[config.mk]
export PLATFORM = sky130hd
export DESIGN_NAME = atten_ctrl
export DESIGN_NICKNAME = d
export VERILOG_FILES = /design/src/rtl/atten_pkg.sv /design/src/rtl/atten_sync.sv /design/src/rtl/atten_shift.sv /design/src/rtl/atten_hold.sv /design/src/rtl/atten_ctrl.sv
export SDC_FILE = /design/constraint.sdc
export NUM_CORES = 1
export LEC_CHECK = 0
export ABC_AREA = 1
export CORE_MARGIN = 2
export CORE_UTILIZATION = 49
export DETAILED_ROUTE_END_ITERATION = 8
export PLACE_DENSITY = 0.73
export SKIP_LAST_GASP = 1
export SYNTH_ARGS = -nofsm -noshare
export SYNTH_HDL_FRONTEND = slang
export SYNTH_HIERARCHICAL = 1
export SYNTH_SLANG_ARGS = --single-unit
[constraint.sdc]
create_clock -name clk -period 4.35 [get_ports clk]
set_clock_uncertainty 0.15 [all_clocks]
set_input_delay 1.0875 -clock clk [delete_from_list [all_inputs] [get_ports clk]]
set_output_delay 1.0875 -clock clk [all_outputs]
set_load 0.02 [all_outputs]
[src/rtl/atten_pkg.sv]
package atten_pkg;
  localparam int ATT_BITS  = 5;
  localparam int WORD_BITS = 8;
  localparam int WORD_LSB  = 2;

  typedef logic [ATT_BITS-1:0] att_t;

  localparam att_t ATT_MAX = '1;
endpackage

[src/rtl/atten_sync.sv]
module atten_sync #(
  parameter int W      = 1,
  parameter int STAGES = 2
) (
  input  logic         clk,
  input  logic         rst,
  input  logic [W-1:0] d,
  output logic [W-1:0] q
);
  logic [W-1:0] pipe [STAGES];

  genvar g;
  generate
    for (g = 0; g < STAGES; g++) begin : g_stage
      if (g == 0) begin : g_first
        always_ff @(posedge clk) begin
          if (rst) pipe[g] <= '0;
          else     pipe[g] <= d;
        end
      end else begin : g_next
        always_ff @(posedge clk) begin
          if (rst) pipe[g] <= '0;
          else     pipe[g] <= pipe[g-1];
        end
      end
    end
  endgenerate

  assign q = pipe[STAGES-1];
endmodule

[src/rtl/atten_shift.sv]
module atten_shift
  import atten_pkg::*;
(
  input  logic                 clk,
  input  logic                 rst,
  input  logic                 sclk_s,
  input  logic                 sdi_s,
  output logic [WORD_BITS-1:0] word
);
  logic sclk_d;
  logic rise;

  assign rise = sclk_s & ~sclk_d;

  always_ff @(posedge clk) begin
    if (rst) begin
      sclk_d <= 1'b0;
      word   <= '0;
    end else begin
      sclk_d <= sclk_s;
      if (rise) word <= {sdi_s, word[WORD_BITS-1:1]};
    end
  end

  AST_NO_SHIFT_LOW: assert property (@(posedge clk) disable iff (rst)
    !sclk_s |=> $stable(word));
  AST_SHIFT_ENTERS_TOP: assert property (@(posedge clk) disable iff (rst)
    (sclk_s && !sclk_d) |=> word[WORD_BITS-1] == $past(sdi_s));
endmodule

[src/rtl/atten_hold.sv]
module atten_hold #(
  parameter int HOLD_CYCLES = 40000
) (
  input  logic clk,
  input  logic rst,
  output logic done
);
  localparam int CW = (HOLD_CYCLES < 2) ? 1 : $clog2(HOLD_CYCLES + 1);
  localparam logic [CW-1:0] LAST = CW'(HOLD_CYCLES - 1);

  logic [CW-1:0] cnt;

  always_ff @(posedge clk) begin
    if (rst) begin
      cnt  <= '0;
      done <= 1'b0;
    end else if (!done) begin
      if (cnt == LAST) done <= 1'b1;
      else             cnt  <= cnt + 1'b1;
    end
  end

  AST_HOLD_BOUND: assert property (@(posedge clk) disable iff (rst)
    cnt <= LAST);
  AST_DONE_STICKY: assert property (@(posedge clk) disable iff (rst)
    done |=> done);
endmodule

[src/rtl/atten_ctrl.sv]
module atten_ctrl
  import atten_pkg::*;
#(
  parameter int CLK_HZ      = 100_000_000,
  parameter int HOLD_US     = 400,
  parameter int SYNC_STAGES = 2
) (
  input  logic                clk,
  input  logic                rst,
  input  logic                ser_mode,
  input  logic                ser_clk,
  input  logic                ser_data,
  input  logic                ser_le,
  input  logic [ATT_BITS-1:0] par_ctl,
  output logic [ATT_BITS-1:0] att_state,
  output logic                state_valid
);
  localparam int HOLD_CYCLES = (CLK_HZ / 1_000_000) * HOLD_US;
  localparam int SW          = 4 + ATT_BITS;

  logic [SW-1:0]        raw_in, syn_in;
  logic                 mode_s, sclk_s, sdi_s, le_s;
  att_t                 pins_s;
  logic [WORD_BITS-1:0] word;
  logic                 hold_done;
  att_t                 src;

  assign raw_in = {ser_mode, ser_clk, ser_data, ser_le, par_ctl};

  atten_sync #(.W(SW), .STAGES(SYNC_STAGES)) u_sync (
    .clk (clk),
    .rst (rst),
    .d   (raw_in),
    .q   (syn_in)
  );

  assign {mode_s, sclk_s, sdi_s, le_s, pins_s} = syn_in;

  atten_shift u_shift (
    .clk    (clk),
    .rst    (rst),
    .sclk_s (sclk_s),
    .sdi_s  (sdi_s),
    .word   (word)
  );

  atten_hold #(.HOLD_CYCLES(HOLD_CYCLES)) u_hold (
    .clk  (clk),
    .rst  (rst),
    .done (hold_done)
  );

  assign src = mode_s ? word[WORD_LSB +: ATT_BITS] : pins_s;

  always_ff @(posedge clk) begin
    if (rst) begin
      att_state   <= ATT_MAX;
      state_valid <= 1'b0;
    end else begin
      state_valid <= hold_done;
      if (hold_done && le_s) att_state <= src;
    end
  end

  AST_HOLD_AT_MAX: assert property (@(posedge clk) disable iff (rst)
    !state_valid |-> att_state == ATT_MAX);
  AST_VALID_STICKY: assert property (@(posedge clk) disable iff (rst)
    state_valid |=> state_valid);
  AST_CLOSED_HOLDS: assert property (@(posedge clk) disable iff (rst)
    !le_s |=> $stable(att_state));
  AST_SERIAL_TRANSFER: assert property (@(posedge clk) disable iff (rst)
    (state_valid && le_s && mode_s) |=> att_state == $past(word[WORD_LSB +: ATT_BITS]));
  AST_PARALLEL_TRANSFER: assert property (@(posedge clk) disable iff (rst)
    (state_valid && le_s && !mode_s) |=> att_state == $past(pins_s));
endmodule

==> results.md <==
* GP Congestion at 0.828
* Achievable clock frequency at 402 MHz
* Clk Latency, worst-skew pair at 0.30 ns
* Least-Margin Pin Slew at 0.386 ns
* Placed Cells at 348
* CTS Buffer Depth at 2
* Synth Cell Area at 0.00204 mm^2
* Floorplan Core Area at 0.00400 mm^2
* Worst R2R Path Depth at 8
* Tmin final at 2.49 ns
* Largest net degree at the start of global routing at 33
* Post-Layout Cell Count at 356
* Global-route wire length before repair at 6.08 mm
* Pwr/cell area at 333 mW/mm^2
* Post-route cell area at 0.00230 mm^2
* Remaining antenna violation count at 0
* WL final at 3.43 mm
* Endpoints failing hold at 0
* GRT busiest layer: met2
* Placement Cell Area at 0.00221 mm^2
* Layout cells sized above 1 at 0.0915
* Port-buffer cells at 16
* P_leak at 0.931 nW
* Drt drc at 0
* TritonRoute pass-1 iters at 4
* CP top delay family: buffers and inverters
* Avg Cell Area, Syn at 7.12 um^2
* CTS sink count at 48
* Startpoint Class: register
* Final hold slack at 0.254 ns
* DIE HEIGHT at 68.5 um
* Wire length per cell at 9.64 um
* Layout Nets at 317
* Hold Path Depth at 2
* Register clock-pin slew on the reported worst setup and hold paths at 0.09 ns
* Hold_buf cts at 0
* CP Buf/Inv Count at 1
* Clk Tree Root Cell: clkbuf_8
* Crit path depth at 1
* Slew Limit Fails at 0
* Commonest cells after routing, fill and taps aside: nor2_1, nand2_1, dfxtp_1
* H-tree levels at 2
* Vias at 1687
* Initial core utilization at 0.509
* Kind of critical path: register to output pin
* 1st-iter DRT viols at 119
* Worst Hold Class: register to register
* CP required at 3.11 ns
* TritonCTS Buffers at 5
* TNS Setup at 0 ns
* DP Wirelength at 2.39 mm
* GR Util met2 at 0.262
* Cells after synthesis at 286
* Filler Cells Inserted at 376
* Cell Rows at 23
* Slowest stage delay, CP at 0.60 ns
* P&R area growth vs syn at 13.1%
* Global Route Usage Sum at 0.172
* Crit end category: output pin
* Width of the die at 68.5 um
* Commonest non-fill, non-tap cell in the layout: nor2_1
* # diodes at 0
* Overflow after GRT at 0
* Post-CTS Setup Bufs at 0
* Setup-failing EPs final at 0
* Vias per Instance at 4.74
* Mapped Nets at 298
* GRT met3 Usage at 0.0510
* Ports at 17
* Initial antenna violation count at 0
* Tcrit/Tclk final at 0.572
* Die area at 0.00469 mm^2
* Global Route met1 Usage at 0.228
* Worst-path fanout max at 2
* Status: finished clean
* Warning count from the yosys run at 6
* CP Cell Sequence: clkdlybuf4s50_1
* Vias in the first global route at 1449
* CTS tree: yes
* Crit path max-delay cell type: clkdlybuf4s50_1
* Peak supply drop at 0.305 mV
* CTS resizes at 0
* RSZ-0062 raised after global routing: no
* Slew headroom at 0.743
* Critical Path AT at 1.25 ns
* Max-cap violations at 0
## worst paths after layout
| kind | slack (ns) | from | to |
|---|---|---|---|
| worst min-delay path | 0.25 | u_sync/pipe[0][8] | u_sync/pipe[1][8] |
| worst max-delay path | 1.86 | att_state[2] | att_state[2] |
| worst max register to register | 2.75 | u_hold/cnt[0] | u_hold/cnt[10] |
| worst min register to register | 0.25 | u_sync/pipe[0][8] | u_sync/pipe[1][8] |
## metal layers
metal / vias to the layer above / share of wire
met5: - / 0
met1: 728 / 0.49
met2: 45 / 0.43
li1: 910 / -
met4: 0 / 0.013
met3: 4 / 0.060
## worst reg2reg max path: stages, from the launching register on
cell and delay [ns]:
dfxtp_1 0.37, ha_1 0.22, nand3_2 0.14, nor2_2 0.15, nand2_1 0.11, nor2_1 0.17, nand3_2 0.08, nand2_1 0.07
nor2_1 0.04
## metrics by stage
stage	util	setup slack [ns]	power [mW]
detailed placement	0.552	1.87	0.515
floorplan	-	2.70	0.500
global placement	0.552	1.91	0.513
CTS	0.576	1.84	0.776
global route	0.576	1.80	0.807
finish	0.576	1.86	0.766
## state kept, by name, summed over array words and instances, names as in the netlist
signal	cells
att_state	5
state_valid	1
u_hold/cnt	16
u_hold/done	1
u_shift/sclk_d	1
u_shift/word	6
u_sync/pipe	18
## where the power goes
group | total (mW) | leakage, nW | switching, mW | internal [mW]
clock network | 0.262 | 0.0404 | 0.148 | 0.114
registers | 0.460 | 0.392 | 0.00755 | 0.452
logic | 0.0448 | 0.498 | 0.0238 | 0.0210
## final cells by class
class                      count  area (um^2)  area share
timing repair buffer          17          168      0.0728
multi-input combinational    184          835       0.362
clock inverter                 3         23.8      0.0103
clock buffer                   5         68.8      0.0299
tap                           50         62.6      0.0272
sequential                    48          961       0.417
inverter                      49          184      0.0799
No activity file was read; power rests on OpenSTA's default activity.
